### config.mk
export PLATFORM = sky130hd
export DESIGN_NAME = pll_synth_core
export DESIGN_NICKNAME = d
export VERILOG_FILES = /design/src/rtl/pll_pkg.sv /design/src/rtl/pll_regs.sv /design/src/rtl/pll_ref_div.sv /design/src/rtl/pll_fdiv.sv /design/src/rtl/pll_pfd.sv /design/src/rtl/pll_synth_core.sv
export SDC_FILE = /design/constraint.sdc
export NUM_CORES = 1
export LEC_CHECK = 0
export BUFFER_PORTS_ARGS = -buffer_cell sky130_fd_sc_hd__buf_2
export CAP_MARGIN = 20
export CORE_UTILIZATION = 30
export DETAILED_ROUTE_END_ITERATION = 7
export PLACE_DENSITY_LB_ADDON = 0.2
export SLEW_MARGIN = 30
export SYNTH_ARGS = -nofsm -noshare
export SYNTH_HDL_FRONTEND = slang
export SYNTH_SLANG_ARGS = --single-unit
### constraint.sdc
create_clock -name clk -period 3.5 [get_ports clk]
set_input_delay 0.35 -clock clk [delete_from_list [all_inputs] [get_ports clk]]
set_output_delay 0.35 -clock clk [all_outputs]
set_load 0.02 [all_outputs]
### src/rtl/pll_pkg.sv
package pll_pkg;

  // mode register codes (4 bits written at address 0)
  localparam logic [3:0] MODE_OFF    = 4'd0;
  localparam logic [3:0] MODE_DIRECT = 4'd1;
  localparam logic [3:0] MODE_SW_LO  = 4'd2;
  localparam logic [3:0] MODE_SW_HI  = 4'd3;

  // register addresses
  localparam logic [1:0] ADDR_MODE   = 2'd0;
  localparam logic [1:0] ADDR_REFSEL = 2'd1;
  localparam logic [1:0] ADDR_STAGE  = 2'd2;
  localparam logic [1:0] ADDR_XFER   = 2'd3;

  typedef enum logic [1:0] {
    DIV_OFF,
    DIV_DIRECT,
    DIV_SWALLOW
  } div_kind_e;

  function automatic div_kind_e decode_mode(input logic [3:0] code);
    case (code)
      MODE_DIRECT:            return DIV_DIRECT;
      MODE_SW_LO, MODE_SW_HI: return DIV_SWALLOW;
      default:                return DIV_OFF;
    endcase
  endfunction

endpackage

### src/rtl/pll_regs.sv
module pll_regs #(
  parameter int DATA_W = 16,
  parameter int SW_W   = 5,
  localparam int PC_W  = DATA_W - SW_W
) (
  input  logic              clk,
  input  logic              rst_n,
  input  logic              reg_wr,
  input  logic [1:0]        reg_addr,
  input  logic [DATA_W-1:0] reg_wdata,
  output logic [3:0]        mode_q,
  output logic [3:0]        refsel_q,
  output logic [SW_W-1:0]   sw_val,
  output logic [PC_W-1:0]   pc_val,
  output logic              reload
);
  import pll_pkg::*;

  logic [DATA_W-1:0] stage_q, stage_n;
  logic [DATA_W-1:0] act_q, act_n;
  logic [3:0]        mode_n, refsel_n;
  logic              reload_n;
  logic              wr_mode, wr_ref, wr_stage, wr_xfer;

  always_comb begin
    wr_mode  = reg_wr && (reg_addr == ADDR_MODE);
    wr_ref   = reg_wr && (reg_addr == ADDR_REFSEL);
    wr_stage = reg_wr && (reg_addr == ADDR_STAGE);
    wr_xfer  = reg_wr && (reg_addr == ADDR_XFER);
  end

  always_comb begin
    mode_n   = mode_q;
    refsel_n = refsel_q;
    stage_n  = stage_q;
    act_n    = act_q;
    reload_n = wr_xfer;
    if (wr_mode)  mode_n   = reg_wdata[3:0];
    if (wr_ref)   refsel_n = reg_wdata[3:0];
    if (wr_stage) stage_n  = reg_wdata;
    if (wr_xfer)  act_n    = stage_q;
  end

  always_ff @(posedge clk or negedge rst_n) begin
    if (!rst_n) begin
      mode_q   <= MODE_OFF;
      refsel_q <= 4'd0;
      stage_q  <= '0;
      act_q    <= '0;
      reload   <= 1'b0;
    end else begin
      mode_q   <= mode_n;
      refsel_q <= refsel_n;
      stage_q  <= stage_n;
      act_q    <= act_n;
      reload   <= reload_n;
    end
  end

  assign sw_val = act_q[SW_W-1:0];
  assign pc_val = act_q[DATA_W-1:SW_W];


  xfer_copies_stage_chk: assert property (@(posedge clk) disable iff (!rst_n)
    wr_xfer |=> (act_q == $past(stage_q)) && reload);


  stage_alone_keeps_active_chk: assert property (@(posedge clk) disable iff (!rst_n)
    (wr_stage && !wr_xfer) |=> $stable(act_q));

endmodule

### src/rtl/pll_ref_div.sv
module pll_ref_div #(
  parameter int REF_CODES = 8,
  localparam int RC_W     = (REF_CODES > 1) ? REF_CODES - 1 : 1
) (
  input  logic       clk,
  input  logic       rst_n,
  input  logic       en,
  input  logic       ref_tick,
  input  logic [3:0] refsel,
  output logic       ref_pulse
);

  logic [RC_W-1:0] cnt_q, cnt_n;
  logic [RC_W-1:0] limit;
  logic            pulse_n;

  // divide ratio 2^(refsel-1): terminal count is ratio-1
  always_comb begin
    limit = RC_W'((32'd1 << (refsel - 4'd1)) - 32'd1);
  end

  always_comb begin
    cnt_n   = cnt_q;
    pulse_n = 1'b0;
    if (!en) begin
      cnt_n = '0;
    end else if (ref_tick) begin
      if (cnt_q >= limit) begin
        cnt_n   = '0;
        pulse_n = 1'b1;
      end else begin
        cnt_n = cnt_q + RC_W'(1);
      end
    end
  end

  always_ff @(posedge clk or negedge rst_n) begin
    if (!rst_n) begin
      cnt_q     <= '0;
      ref_pulse <= 1'b0;
    end else begin
      cnt_q     <= cnt_n;
      ref_pulse <= pulse_n;
    end
  end


  ref_pulse_needs_tick_chk: assert property (@(posedge clk) disable iff (!rst_n)
    ref_pulse |-> $past(ref_tick) && $past(en));


  ref_count_step_chk: assert property (@(posedge clk) disable iff (!rst_n)
    (en && ref_tick && cnt_q < limit) |=> (cnt_q == $past(cnt_q) + RC_W'(1)) && !ref_pulse);

endmodule

### src/rtl/pll_fdiv.sv
module pll_fdiv #(
  parameter int SW_W = 5,
  parameter int PC_W = 11
) (
  input  logic            clk,
  input  logic            rst_n,
  input  logic            en,
  input  logic            swallow,
  input  logic            tick,
  input  logic            reload,
  input  logic [SW_W-1:0] sw_val,
  input  logic [PC_W-1:0] pc_val,
  output logic            mod_ctl,
  output logic            div_pulse
);

  logic [SW_W-1:0] sw_q, sw_n;
  logic [PC_W-1:0] pc_q, pc_n;
  logic            pulse_n;
  logic            expire;

  assign expire = (pc_q <= PC_W'(1));

  always_comb begin
    sw_n    = sw_q;
    pc_n    = pc_q;
    pulse_n = 1'b0;
    if (!en || reload) begin
      sw_n = sw_val;
      pc_n = pc_val;
    end else if (tick) begin
      if (expire) begin
        sw_n    = sw_val;
        pc_n    = pc_val;
        pulse_n = 1'b1;
      end else begin
        pc_n = pc_q - PC_W'(1);
        if (swallow && (sw_q != '0)) sw_n = sw_q - SW_W'(1);
      end
    end
  end

  always_ff @(posedge clk or negedge rst_n) begin
    if (!rst_n) begin
      sw_q      <= '0;
      pc_q      <= '0;
      div_pulse <= 1'b0;
    end else begin
      sw_q      <= sw_n;
      pc_q      <= pc_n;
      div_pulse <= pulse_n;
    end
  end

  assign mod_ctl = en && swallow && (sw_q != '0);


  prog_count_step_chk: assert property (@(posedge clk) disable iff (!rst_n)
    (en && !reload && tick && !expire) |=> (pc_q == $past(pc_q) - PC_W'(1)) && !div_pulse);


  prog_expire_pulse_chk: assert property (@(posedge clk) disable iff (!rst_n)
    (en && !reload && tick && expire) |=> div_pulse && (pc_q == $past(pc_val)));


  swallow_step_chk: assert property (@(posedge clk) disable iff (!rst_n)
    (en && swallow && !reload && tick && !expire && sw_q != '0)
      |=> sw_q == $past(sw_q) - SW_W'(1));

endmodule

### src/rtl/pll_pfd.sv
module pll_pfd (
  input  logic clk,
  input  logic rst_n,
  input  logic en,
  input  logic ref_p,
  input  logic div_p,
  input  logic unlock_rd,
  output logic up_q,
  output logic dn_q,
  output logic unlock_q
);

  logic up_t, dn_t, up_n, dn_n;
  logic set_unlock, unlock_n;

  always_comb begin
    up_t = up_q | ref_p;
    dn_t = dn_q | div_p;
    if (!en || (up_t && dn_t)) begin
      up_n = 1'b0;
      dn_n = 1'b0;
    end else begin
      up_n = up_t;
      dn_n = dn_t;
    end
    set_unlock = en && !up_q && !dn_q && (ref_p ^ div_p);
    if (set_unlock)     unlock_n = 1'b1;
    else if (unlock_rd) unlock_n = 1'b0;
    else                unlock_n = unlock_q;
  end

  always_ff @(posedge clk or negedge rst_n) begin
    if (!rst_n) begin
      up_q     <= 1'b0;
      dn_q     <= 1'b0;
      unlock_q <= 1'b0;
    end else begin
      up_q     <= up_n;
      dn_q     <= dn_n;
      unlock_q <= unlock_n;
    end
  end


  off_clears_detector_chk: assert property (@(posedge clk) disable iff (!rst_n)
    !en |=> !up_q && !dn_q);


  ref_first_up_chk: assert property (@(posedge clk) disable iff (!rst_n)
    (en && ref_p && !div_p && !up_q && !dn_q) |=> up_q && !dn_q);


  div_first_down_chk: assert property (@(posedge clk) disable iff (!rst_n)
    (en && div_p && !ref_p && !up_q && !dn_q) |=> dn_q && !up_q);


  unlock_on_mismatch_chk: assert property (@(posedge clk) disable iff (!rst_n)
    (en && !up_q && !dn_q && (ref_p ^ div_p)) |=> unlock_q);

endmodule

### src/rtl/pll_synth_core.sv
module pll_synth_core #(
  parameter int DATA_W    = 16,
  parameter int SW_W      = 5,
  parameter int REF_CODES = 8,
  localparam int PC_W     = DATA_W - SW_W
) (
  input  logic              clk,
  input  logic              rst_n,
  input  logic              ce,
  input  logic              lo_tick,
  input  logic              hi_tick,
  input  logic              ref_tick,
  input  logic              reg_wr,
  input  logic [1:0]        reg_addr,
  input  logic [DATA_W-1:0] reg_wdata,
  input  logic              unlock_rd,
  output logic              mod_ctl,
  output logic              err_oe,
  output logic              err_up,
  output logic              unlock,
  output logic              lo_en,
  output logic              hi_en
);
  import pll_pkg::*;

  logic [3:0]      mode_q, refsel_q;
  logic [SW_W-1:0] sw_val;
  logic [PC_W-1:0] pc_val;
  logic            reload;
  div_kind_e       kind;
  logic            ref_ok, en, use_hi, swallow, tick_sel;
  logic            ref_pulse, div_pulse;
  logic            up_q, dn_q;

  pll_regs #(.DATA_W(DATA_W), .SW_W(SW_W)) i_regs (
    .clk      (clk),
    .rst_n    (rst_n),
    .reg_wr   (reg_wr),
    .reg_addr (reg_addr),
    .reg_wdata(reg_wdata),
    .mode_q   (mode_q),
    .refsel_q (refsel_q),
    .sw_val   (sw_val),
    .pc_val   (pc_val),
    .reload   (reload)
  );

  always_comb begin
    kind     = decode_mode(mode_q);
    ref_ok   = (refsel_q != 4'd0) && (int'(refsel_q) <= REF_CODES);
    en       = ce && (kind != DIV_OFF) && ref_ok;
    use_hi   = (mode_q == MODE_SW_HI);
    swallow  = (kind == DIV_SWALLOW);
    tick_sel = use_hi ? hi_tick : lo_tick;
  end

  pll_ref_div #(.REF_CODES(REF_CODES)) i_ref_div (
    .clk      (clk),
    .rst_n    (rst_n),
    .en       (en),
    .ref_tick (ref_tick),
    .refsel   (refsel_q),
    .ref_pulse(ref_pulse)
  );

  pll_fdiv #(.SW_W(SW_W), .PC_W(PC_W)) i_fdiv (
    .clk      (clk),
    .rst_n    (rst_n),
    .en       (en),
    .swallow  (swallow),
    .tick     (tick_sel),
    .reload   (reload),
    .sw_val   (sw_val),
    .pc_val   (pc_val),
    .mod_ctl  (mod_ctl),
    .div_pulse(div_pulse)
  );

  pll_pfd i_pfd (
    .clk      (clk),
    .rst_n    (rst_n),
    .en       (en),
    .ref_p    (ref_pulse),
    .div_p    (div_pulse),
    .unlock_rd(unlock_rd),
    .up_q     (up_q),
    .dn_q     (dn_q),
    .unlock_q (unlock)
  );

  assign err_oe = en && (up_q || dn_q);
  assign err_up = en && up_q;
  assign lo_en  = en && !use_hi;
  assign hi_en  = en && use_hi;


  mod_low_in_direct_chk: assert property (@(posedge clk) disable iff (!rst_n)
    (mode_q == MODE_DIRECT) |-> !mod_ctl);


  one_band_only_chk: assert property (@(posedge clk) disable iff (!rst_n)
    !(lo_en && hi_en));

endmodule

==> results.txt, run 1 <==
----------------------------------------------------
[Status]
  Status ... complete, but fails checks
  Violated checks ... design-rule violations

[Pwr]
  Share of total power in sequential cells ... 45.9%
  Share of power burned in the clock network ... 32.2%
  Psw ... 0.774 mW
  Power, Total ... 2.51 mW
  Power density cells ... 598 nW/um^2
  Logic gate share of total power ... 21.9%
  Worst supply voltage drop on vdd ... 0.184 mV
  Standby leakage power ... 1.75 nW
  Fraction of power spent switching nets ... 30.8%
  Cell-internal power ... 1.74 mW

[Synthesis]
  Fraction of synthesized cell area in xor and xnor cells ... 1.17%
  Net count after synthesis ... 369
  Largest family of logic cells by synthesized area ... simple AND/OR/NAND/NOR gates
  Post-synthesis register bit count ... 69
  Share of synthesized cell area in full adder, half adder and majority cells ... 4.48%
  Post-Synthesis Cells ... 330
  Proportion of synthesized flip-flops having asynchronous set or reset ... 100%
  Syn avg cell area ... 11.0 sq um
  Cell area after technology mapping ... 3630 sq um
  Sequential area share after synthesis ... 47.5%
  Number of enable-type register cells in the synthesized netlist ... 0
  Synth Area in Compound Gates ... 13.5%
  Post-Synth Simple-Gate Area ... 17.0%
  Share of cell area taken by muxes after synthesis ... 13.4%
  Synth unique cells ... 57
  Synth warnings ... 0
  Ys flop type ... sky130_fd_sc_hd__dfrtp_1

[Clock tree]
  Clock tree root buffer cell ... sky130_fd_sc_hd__clkbuf_16
  Gates resized, CTS repair ... 0
  Number of buffers added by the clock tree synthesis step ... 9
  CTS H-tree lvls ... 3
  Number of post-CTS setup repair buffers ... 0
  TritonCTS sink count ... 69
  Max Root-Sink Buffers ... 2
  Worst-path clk slew ... 0.05 ns
  Clock latency on the worst-skew pair ... 0.33 ns
  CTS hold repair buffers ... 0
  CTS tree ... done

[Timing]
  Worst Hold Slack ... 0.120 ns
  Tightest Pin Transition ... 0.905 ns
  Final setup TNS ... 0 ns
  Upper clock frequency limit ... 343 MHz
  Time the final worst path needs with I/O delays and setup ... 2.92 ns
  Total setup violations reported at the end of the flow ... 0
  Number of pins with negative max-slew slack in the final report ... 0
  Remaining max-slew budget at the tightest pin ... 39.5%
  Max Clock Skew ... 0.00539 ns
  Unrepaired setup endpoints after global routing ... no
  Count of final hold-check violations ... 0
  Final Cycle Share ... 83.3%

[Die]
  Width of the die ... 112 um
  Die Area ... 12600 sq um
  Placeable Area ... 11600 sq um
  Number of rows created at floorplan ... 39
  Num ports ... 32
  Initial Util ... 31.3%
  Y dimension of the die ... 112 um

[Setup path]
  Capture instance of the worst register-to-register path ... i_ref_div.cnt_q[5]
  Data arrival time at the worst-slack endpoint ... 3.17 ns
  Register-to-register setup slack ... 0.58 ns
  Reg2Reg Depth ... 11
  Type of element launching the critical path ... register
  Req. time, crit path ... 3.75 ns
  Endpoint type of the worst setup path ... register
  Beginning of the worst register-to-register path ... i_regs.refsel_q[0]
  Max Fanout on Critical Path ... 11
  Category of the critical setup timing path ... register to register

[Drt]
  Residual antenna-violating net count after detailed routing ... 0
  Total wirelength of the detailed-routed design ... 7.59 mm
  DRC errors left ... 3
  Vias per cell ... 5.17
  Pre-Repair DR Iteration Count ... 6
  Initial DRC count ... 131
  Total via count after detailed routing ... 2642
  Drt wl/cell ... 14.8 um

[Worst hold path]
  Path category of the worst min-delay check ... input port to asynchronous set/reset pin

[Placed design]
  Number of port buffers ... 31
  Half-perimeter wire length of the detailed placement result ... 5.32 mm
  Placer congestion estimate ... 0.764

[Global route]
  Number of antenna violations at the first check in global routing ... 0
  GRT Overall Usage ... 13.0%
  First-pass GRT wire length ... 12.8 mm
  Maximum number of pins on one net before global-route repair ... 70
  Number of global-route vias before repair ... 2475
  GRT overflow ... 0

[Layout]
  Nets ... 402
  Filler Cells Inserted ... 1146
  # diodes ... 0
  Util after Layout ... 36.2%
  Layout cell share with drive strength beyond 1 ... 28.3%
  Area Overhead vs Synth ... 15.6%
  Area of all sequential standard cells ... 1730 sq um
  Multi-input gate area in the final layout ... 1800 sq um

[Run]
  # Max-Cap Violations ... 0

----------------------------------------------------
## cells in the final DEF, fill, tap and decap left out, drive strengths merged, types with 2 or more instances in the layout
| cell type | Yosys | routed |
|---|---|---|
| xor2 | 4 | 4 |
| o21ai | 15 | 15 |
| nand4 | 10 | 10 |
| a2bb2oi | 3 | 3 |
| o211ai | 10 | 10 |
| buf | 8 | 36 |
| o31ai | 2 | 2 |
| a22o | 2 | 2 |
| o21a | 2 | 2 |
| a31oi | 6 | 6 |
| dfrtp | 69 | 69 |
| or2 | 2 | 2 |
| o311ai | 4 | 4 |
| a221o | 2 | 2 |
| a21oi | 15 | 15 |
| clkbuf | 6 | 12 |
| nor3b | 2 | 2 |
| ha | 13 | 13 |
| or3 | 3 | 3 |
| nand2b | 3 | 3 |
| clkinv | 1 | 3 |
| nor2b | 5 | 5 |
| nand3b | 5 | 5 |
| nor2 | 22 | 22 |
| o22ai | 3 | 3 |
| clkinvlp | 0 | 2 |
| nand2 | 20 | 20 |
| nor4 | 3 | 3 |
| and3 | 2 | 2 |
| mux2 | 42 | 42 |
| nand3 | 10 | 10 |
| nor3 | 13 | 13 |
| inv | 9 | 9 |
## through the flow
| step | worst slack, ns | std cells | instance area (sq um) |
|---|---|---|---|
| final | 0.584 | 511 | 4200 |
| after global placement | 0.750 | 495 | 3940 |
| after CTS | 0.617 | 511 | 4200 |
| after floorplan | 0.671 | 330 | 3630 |
| after global routing | 0.335 | 511 | 4200 |
| after detailed placement | 0.656 | 495 | 3940 |
## synthesized netlist by cell type (2+ instances only)
| cell type | number | area [sq um] |
|---|---|---|
| sky130_fd_sc_hd__buf_2 | 6 | 30.0 |
| sky130_fd_sc_hd__nor4_4 | 2 | 42.5 |
| sky130_fd_sc_hd__nand3b_1 | 5 | 37.5 |
| sky130_fd_sc_hd__dfrtp_1 | 69 | 1730 |
| sky130_fd_sc_hd__ha_1 | 13 | 163 |
| sky130_fd_sc_hd__nand4_1 | 10 | 62.6 |
| sky130_fd_sc_hd__nor3_1 | 11 | 55.1 |
| sky130_fd_sc_hd__inv_1 | 9 | 33.8 |
| sky130_fd_sc_hd__o21ai_1 | 4 | 20.0 |
| sky130_fd_sc_hd__nor2b_1 | 5 | 31.3 |
| sky130_fd_sc_hd__a31oi_1 | 5 | 31.3 |
| sky130_fd_sc_hd__nor3b_1 | 2 | 15.0 |
| sky130_fd_sc_hd__o21ai_0 | 11 | 55.1 |
| sky130_fd_sc_hd__o31ai_1 | 2 | 15.0 |
| sky130_fd_sc_hd__nand3_1 | 10 | 50.1 |
| sky130_fd_sc_hd__a221o_1 | 2 | 20.0 |
| sky130_fd_sc_hd__o21a_1 | 2 | 15.0 |
| sky130_fd_sc_hd__nor3_4 | 2 | 32.5 |
| sky130_fd_sc_hd__clkbuf_1 | 6 | 22.5 |
| sky130_fd_sc_hd__mux2_2 | 41 | 462 |
| sky130_fd_sc_hd__xor2_1 | 3 | 26.3 |
| sky130_fd_sc_hd__nor2_1 | 21 | 78.8 |
| sky130_fd_sc_hd__or3_1 | 2 | 12.5 |
| sky130_fd_sc_hd__a22o_1 | 2 | 17.5 |
| sky130_fd_sc_hd__a2bb2oi_1 | 3 | 26.3 |
| sky130_fd_sc_hd__o311ai_1 | 4 | 35.0 |
| sky130_fd_sc_hd__and3_1 | 2 | 12.5 |
| sky130_fd_sc_hd__nand2b_1 | 3 | 18.8 |
| sky130_fd_sc_hd__o22ai_1 | 3 | 18.8 |
| sky130_fd_sc_hd__or2_2 | 2 | 12.5 |
| sky130_fd_sc_hd__o211ai_1 | 10 | 75.1 |
| sky130_fd_sc_hd__a21oi_1 | 14 | 70.1 |
| sky130_fd_sc_hd__nand2_1 | 20 | 75.1 |
## worst max path at each step
| stage | endpoint | depth (start not counted) | from | slack (ns) |
|---|---|---|---|---|
| after floorplan | i_ref_div.cnt_q[4] | 12 | i_regs.refsel_q[3] | 0.67 |
| after global placement | i_ref_div.cnt_q[3] | 11 | i_regs.refsel_q[0] | 0.75 |
| after detailed placement | i_ref_div.cnt_q[1] | 11 | i_regs.refsel_q[0] | 0.66 |
| after CTS | i_ref_div.cnt_q[1] | 11 | i_regs.refsel_q[0] | 0.62 |
| after global routing | i_ref_div.cnt_q[3] | 11 | i_regs.refsel_q[0] | 0.33 |
| final | i_ref_div.cnt_q[5] | 11 | i_regs.refsel_q[0] | 0.58 |
## cell families (layout without fill, tap and decap cells)
kind of cell	after synthesis	in the layout
AO/OA/AOI/OAI	72	72
XOR/XNOR	4	4
adder cells (fa/ha/maj)	13	13
buffers and inverters	24	62
flip-flops	69	69
multiplexers	43	43
AND/OR/NAND/NOR	105	105
## sequential cells by signal, indices dropped and copies added (netlist names)
register             count
i_pfd.dn_q               1
i_pfd.unlock_q           1
i_ref_div.cnt_q          7
i_ref_div.ref_pulse      1
i_regs.reload            1
i_regs.act_q            16
i_fdiv.pc_q             11
i_regs.refsel_q          4
i_regs.stage_q          16
i_pfd.up_q               1
i_fdiv.sw_q              5
i_fdiv.div_pulse         1
i_regs.mode_q            4
## routing by layer
| layer | vias up | share of wire (%) | track usage (%) |
|---|---|---|---|
| met2 | 49 | 43 | 18.2 |
| met5 | - | 0 | 0 |
| met1 | 1277 | 51 | 19.0 |
| met4 | 0 | 1.5 | 5.60 |
| li1 | 1307 | - | - |
| met3 | 9 | 3.6 | 3.29 |
## cell type report
type / instances / share of cell area, %
inverters: 10 / 0.894
clock buffers: 12 / 5.63
well taps: 143 / 4.26
multi-input cells: 237 / 42.8
flip-flops and latches: 69 / 41.1
repair buffers: 36 / 4.68
clock inverters: 4 / 0.596
## power by group through the flow
stage / Sequential [mW] / Combinational [mW] / Clock [mW]
after floorplan: 1.09 / 0.465 / 0
after global placement: 1.16 / 0.547 / 0
after detailed placement: 1.16 / 0.552 / 0
after CTS: 1.15 / 0.555 / 0.832
after global routing: 1.18 / 0.620 / 0.866
final: 1.15 / 0.550 / 0.809
## critical path, stage by stage (launching register included)
cell                       delay, ns
sky130_fd_sc_hd__dfrtp_1        0.53
sky130_fd_sc_hd__nor2b_1        0.23
sky130_fd_sc_hd__nand2_1        0.10
sky130_fd_sc_hd__ha_1           0.24
sky130_fd_sc_hd__nor3b_1        0.29
sky130_fd_sc_hd__a31oi_1        0.13
sky130_fd_sc_hd__ha_1           0.33
sky130_fd_sc_hd__and4_1         0.22
sky130_fd_sc_hd__a221oi_1       0.27
sky130_fd_sc_hd__buf_4          0.23
sky130_fd_sc_hd__nand4_1        0.10
sky130_fd_sc_hd__a31oi_1        0.18
Note: power is estimated with default switching activity, not from simulation.
==> inputs of run 2 (changes only) <==
==> constraint.sdc (replaced) <==
create_clock -name clk -period 2.87 [get_ports clk]
set_input_delay 0.287 -clock clk [delete_from_list [all_inputs] [get_ports clk]]
set_output_delay 0.287 -clock clk [all_outputs]
set_load 0.02 [all_outputs]
==> results.txt, run 2 (synthesized netlist as in run 1, its figures left out) <==
----------------------------------------------------
[Global route]
  Number of antenna violations at the first check in global routing ... 0
  Met1 Resource Use GR ... 18.5%
  GRT Overall Usage ... 13.3%
  Met2 usage ... 19.8%
  Met3 demand-to-capacity share in global routing ... 2.32%
  Layer carrying the most global-route usage ... met2
  Maximum number of pins on one net before global-route repair ... 31
  Number of global-route vias before repair ... 2623
  GRT overflow ... 0
  First-pass GRT wire length ... 13.1 mm

[Timing]
  Remaining max-slew budget at the tightest pin ... 42.5%
  Time the final worst path needs with I/O delays and setup ... 2.57 ns
  Final setup TNS ... 0 ns
  Max Clock Skew ... 0.00501 ns
  Total setup violations reported at the end of the flow ... 0
  Unrepaired setup endpoints after global routing ... no
  Count of final hold-check violations ... 0
  Number of pins with negative max-slew slack in the final report ... 0
  Upper clock frequency limit ... 389 MHz
  Tightest Pin Transition ... 0.861 ns
  Final Cycle Share ... 89.6%

[Layout]
  Util after Layout ... 37.2%
  Layout cell share with drive strength beyond 1 ... 31.5%
  Nets ... 409
  Number of cells in the finished layout apart from fillers ... 518
  # diodes ... 0
  Most common library cell in the layout ignoring fill and taps ... sky130_fd_sc_hd__dfrtp_1
  Filler Cells Inserted ... 1174
  Area Overhead vs Synth ... 19.0%
  Registers with the most flip-flops ... i_regs.act_q: 16 flops, i_regs.stage_q: 16 flops, i_fdiv.pc_q: 11 flops
  Leading cell types in the layout, fill and taps excluded ... 68 x sky130_fd_sc_hd__dfrtp_1, 41 x sky130_fd_sc_hd__mux2_2, 32 x sky130_fd_sc_hd__buf_2, 20 x sky130_fd_sc_hd__nand2_1, 20 x sky130_fd_sc_hd__nor2_1
  Design area ... 4320 sq um

[Setup path]
  Data arrival time at the worst-slack endpoint ... 2.82 ns
  Reg2Reg Depth ... 11
  Max Fanout on Critical Path ... 6
  Biggest cell delay along the critical path ... 0.44 ns
  Library cell contributing the largest single delay on the critical path ... sky130_fd_sc_hd__dfrtp_2
  Category of the critical setup timing path ... register to register
  Number of buffer and inverter instances along the worst setup path ... 1
  Req. time, crit path ... 3.12 ns
  Register-to-register setup slack ... 0.30 ns
  Beginning of the worst register-to-register path ... i_regs.refsel_q[1]
  Endpoint type of the worst setup path ... register
  Capture instance of the worst register-to-register path ... i_ref_div.cnt_q[2]
  Type of element launching the critical path ... register
  Crit path cell chain ... nor2b_2 > nand2_1 > ha_2 > nor3b_2 > a31oi_1 > ha_1 > and4_1 > a221oi_2 > buf_2 > o211ai_1 > a21oi_1
  Gate family responsible for the most delay along the worst path ... simple AND/OR/NAND/NOR gates

[Worst hold path]
  Worst hold path depth ... 2
  Beginning of the worst hold path ... unlock_rd
  Path category of the worst min-delay check ... input port to register
  End point of the most critical hold path ... i_pfd.unlock_q

[Placed design]
  Instance area at placement ... 3970 sq um
  Placer congestion estimate ... 0.789
  Half-perimeter wire length of the detailed placement result ... 5.57 mm
  Number of port buffers ... 31
  Post-Place Cells ... 500

[Clock tree]
  Worst-path clk slew ... 0.05 ns
  TritonCTS sink count ... 69
  Clock tree root buffer cell ... sky130_fd_sc_hd__clkbuf_16
  CTS H-tree lvls ... 3
  Clock latency on the worst-skew pair ... 0.33 ns
  CTS tree ... done
  Max Root-Sink Buffers ... 2
  Number of buffers added by the clock tree synthesis step ... 9

[Pwr]
  Power, Total ... 3.28 mW
  Worst supply voltage drop on vdd ... 0.298 mV
  Power density cells ... 758 nW/um^2
  Standby leakage power ... 1.81 nW

[Drt]
  Initial DRC count ... 149
  Total via count after detailed routing ... 2658
  Drt wl/cell ... 14.9 um
  Residual antenna-violating net count after detailed routing ... 0
  Vias per cell ... 5.13
  Total wirelength of the detailed-routed design ... 7.71 mm
  Pre-Repair DR Iteration Count ... 6
  DRC errors left ... 3

[Die]
  Placeable Area ... 11600 sq um
  Y dimension of the die ... 112 um
  Number of rows created at floorplan ... 39
  Initial Util ... 31.3%
  Num ports ... 32
  Die Area ... 12600 sq um
  Width of the die ... 112 um

[Run]
  # Max-Cap Violations ... 0

[Status]
  Violated checks ... design-rule violations
  Status ... complete, but fails checks

----------------------------------------------------
## run 2: worst max path at each step
stage                                  start                 end  slack [ns]  cells past startpoint
after detailed placement  i_regs.refsel_q[1]  i_ref_div.cnt_q[5]        0.16                     11
after floorplan           i_regs.refsel_q[3]  i_ref_div.cnt_q[4]        0.04                     12
after global routing      i_regs.refsel_q[1]  i_ref_div.cnt_q[3]        0.06                     11
after global placement    i_regs.refsel_q[1]  i_ref_div.cnt_q[3]        0.28                     11
after CTS                 i_regs.refsel_q[1]  i_ref_div.cnt_q[5]        0.15                     11
final                     i_regs.refsel_q[1]  i_ref_div.cnt_q[2]        0.30                     11
## run 2: cell type report
type | instances | area (sq um) | share of cell area (%)
tap | 143 | 179 | 4.14
clock buffer | 10 | 229 | 5.30
clock inverter | 6 | 87.6 | 2.03
inverter | 10 | 37.5 | 0.868
timing repair buffer | 43 | 245 | 5.67
sequential | 69 | 1730 | 40.0
multi-input combinational | 237 | 1820 | 42.0
## run 2: metrics by stage
step                hold slack [ns]  setup WS [ns]
floorplan                  -0.00859         0.0411
detailed placement            0.241          0.159
global route                  0.168         0.0599
finish                        0.160          0.297
CTS                           0.158          0.150
global placement              0.242          0.275
## run 2: layer usage
layer | part of all wire (%) | wire length [um]
met1 | 50 | 3860
met2 | 45 | 3470
met3 | 2.7 | 210
met4 | 2.1 | 165
met5 | 0 | 0
## run 2: what timing repair did
item | 4_1_cts | 5_1_grt
hold buffers | 1 | 0
setup endpoints to repair | 0 | 7
hold endpoints to repair | 17 | 0
resized for setup | 0 | 7
buffers inserted | 0 | 0
## run 2: worst register-to-register path: stages (launching register included)
cell                       delay (ns)
sky130_fd_sc_hd__dfrtp_2         0.44
sky130_fd_sc_hd__nor2b_2         0.14
sky130_fd_sc_hd__nand2_1         0.09
sky130_fd_sc_hd__ha_2            0.21
sky130_fd_sc_hd__nor3b_2         0.21
sky130_fd_sc_hd__a31oi_1         0.13
sky130_fd_sc_hd__ha_1            0.32
sky130_fd_sc_hd__and4_1          0.22
sky130_fd_sc_hd__a221oi_2        0.26
sky130_fd_sc_hd__buf_2           0.21
sky130_fd_sc_hd__o211ai_1        0.10
sky130_fd_sc_hd__a21oi_1         0.17
## run 2: report_power, final
group          internal (mW)  switching, mW
registers               1.20          0.185
clock network          0.760          0.413
logic                  0.358          0.367
==> inputs of run 3 (changes only) <==
==> constraint.sdc (replaced) <==
create_clock -name clk -period 2.6 [get_ports clk]
set_input_delay 0.26 -clock clk [delete_from_list [all_inputs] [get_ports clk]]
set_output_delay 0.26 -clock clk [all_outputs]
set_load 0.02 [all_outputs]
==> results.txt, run 3 (synthesized netlist as in run 1, its figures left out) <==
----------------------------------------------------
[Setup path]
  Category of the critical setup timing path ... register to register
  Type of element launching the critical path ... register
  Data arrival time at the worst-slack endpoint ... 2.80 ns
  Endpoint type of the worst setup path ... register
  Req. time, crit path ... 2.86 ns
  Max Fanout on Critical Path ... 5

[Layout]
  Most common library cell in the layout ignoring fill and taps ... sky130_fd_sc_hd__dfrtp_1
  Nets ... 420
  Area Overhead vs Synth ... 21.8%
  Leading cell types in the layout, fill and taps excluded ... 69 x sky130_fd_sc_hd__dfrtp_1, 41 x sky130_fd_sc_hd__mux2_2, 31 x sky130_fd_sc_hd__buf_2, 20 x sky130_fd_sc_hd__nor2_1, 20 x sky130_fd_sc_hd__buf_4
  # diodes ... 0
  Layout cell share with drive strength beyond 1 ... 33.8%
  Registers with the most flip-flops ... i_regs.act_q: 16 flops, i_regs.stage_q: 16 flops, i_fdiv.pc_q: 11 flops

[Pwr]
  Power density cells ... 811 nW/um^2
  Standby leakage power ... 1.86 nW
  Worst supply voltage drop on vdd ... 0.292 mV
  Power, Total ... 3.59 mW

[Die]
  Placeable Area ... 11600 sq um
  Die Area ... 12600 sq um
  Initial Util ... 31.3%
  Y dimension of the die ... 112 um
  Width of the die ... 112 um
  Num ports ... 32
  Number of rows created at floorplan ... 39

[Global route]
  Number of antenna violations at the first check in global routing ... 0
  Met3 demand-to-capacity share in global routing ... 2.81%
  Layer carrying the most global-route usage ... met2
  Met1 Resource Use GR ... 18.5%
  Met2 usage ... 20.8%
  GRT overflow ... 0
  First-pass GRT wire length ... 13.3 mm
  GRT Overall Usage ... 13.5%
  Number of global-route vias before repair ... 2679
  Maximum number of pins on one net before global-route repair ... 36

[Clock tree]
  Clock latency on the worst-skew pair ... 0.34 ns
  TritonCTS sink count ... 69
  Worst-path clk slew ... 0.05 ns
  Clock tree root buffer cell ... sky130_fd_sc_hd__clkbuf_16
  Max Root-Sink Buffers ... 2
  CTS H-tree lvls ... 3
  CTS tree ... done
  Number of buffers added by the clock tree synthesis step ... 9

[Timing]
  Count of final hold-check violations ... 0
  Total setup violations reported at the end of the flow ... 0
  Time the final worst path needs with I/O delays and setup ... 2.54 ns
  Unrepaired setup endpoints after global routing ... yes
  Upper clock frequency limit ... 393 MHz
  Final setup TNS ... 0 ns
  Tightest Pin Transition ... 0.664 ns
  Final Cycle Share ... 97.8%
  Max Clock Skew ... 0.00593 ns
  Remaining max-slew budget at the tightest pin ... 55.7%
  Worst Hold Slack ... 0.117 ns
  Number of pins with negative max-slew slack in the final report ... 0

[Status]
  Status ... complete, but fails checks
  Violated checks ... design-rule violations

[Worst hold path]
  Path category of the worst min-delay check ... input port to register

[Drt]
  Pre-Repair DR Iteration Count ... 6
  Residual antenna-violating net count after detailed routing ... 0
  Drt wl/cell ... 15.3 um
  DRC errors left ... 2
  Total via count after detailed routing ... 2712
  Initial DRC count ... 103
  Total wirelength of the detailed-routed design ... 8.10 mm
  Vias per cell ... 5.14

[Placed design]
  Number of port buffers ... 31
  Placer congestion estimate ... 0.775
  Half-perimeter wire length of the detailed placement result ... 5.60 mm

[Run]
  # Max-Cap Violations ... 0

----------------------------------------------------
[run 3: cell count changes in the layout (fill, tap and decap cells not counted), moves of 2 or more]
cell / change
sky130_fd_sc_hd__clkinv_4: -2
sky130_fd_sc_hd__buf_4: +10
sky130_fd_sc_hd__clkinvlp_4: +2
sky130_fd_sc_hd__buf_6: +2
[run 3: stage by stage]
stage	area (sq um)	std cells	util [%]	setup slack (ns)
2_1_floorplan	3650	330	-	0.00808
3_3_place_gp	4020	504	34.6	0.0915
3_5_place_dp	4020	504	34.6	-0.0356
4_1_cts	4330	523	37.3	0.0278
5_1_grt	4430	528	38.1	-0.0909
6_report	4430	528	38.1	0.0576
[run 3: final cells by class]
class / count / area [sq um]
multi-input combinational: 237 / 1860
tap: 143 / 179
sequential: 69 / 1730
fill: 1178 / 7190
clock inverter: 4 / 50.0
clock buffer: 11 / 233
inverter: 10 / 37.5
timing repair buffer: 54 / 338
[run 3: final timing paths]
check	depth (start not counted)	end	from	slack (ns)
worst max-delay path	12	i_ref_div.cnt_q[4]	i_regs.refsel_q[2]	0.06
worst min-delay path	2	i_pfd.unlock_q	unlock_rd	0.12
worst max register to register	12	i_ref_div.cnt_q[4]	i_regs.refsel_q[2]	0.06
worst min register to register	1	i_pfd.dn_q	i_ref_div.ref_pulse	0.48
max in group asynchronous	3	i_ref_div.cnt_q[0]	rst_n	1.77
min in group asynchronous	3	i_regs.stage_q[10]	rst_n	0.49
[run 3: critical path, cell delays in order, from the launching register on]
cell and delay (ns):
sky130_fd_sc_hd__dfrtp_1 0.40, sky130_fd_sc_hd__nor2_4 0.15, sky130_fd_sc_hd__nand3b_1 0.14, sky130_fd_sc_hd__ha_4 0.21
sky130_fd_sc_hd__nor3b_4 0.22, sky130_fd_sc_hd__a31oi_1 0.11, sky130_fd_sc_hd__ha_1 0.31, sky130_fd_sc_hd__and4_1 0.19
sky130_fd_sc_hd__a221oi_2 0.25, sky130_fd_sc_hd__buf_4 0.17, sky130_fd_sc_hd__buf_6 0.11, sky130_fd_sc_hd__nand3_1 0.06
sky130_fd_sc_hd__a31oi_1 0.15
[run 3: report_power, final]
| group | internal [mW] | switching (mW) | total, mW |
|---|---|---|---|
| sequential | 1.32 | 0.208 | 1.53 |
| combinational | 0.439 | 0.421 | 0.860 |
| clock | 0.736 | 0.466 | 1.20 |
[run 3: timing repair]
action,in CTS,in global routing
resized for setup,3,12
hold buffers,1,0
buffers inserted,2,5
endpoints found under the hold margin,63,0
pin swaps,0,16
cloned,1,0
endpoints found under the setup margin,5,8
[run 3: per-layer routing]
metal	share of wire (%)	vias up
met4	1.8	0
li1	-	1327
met2	45	51
met1	50	1323
met3	3.4	11
met5	0	-
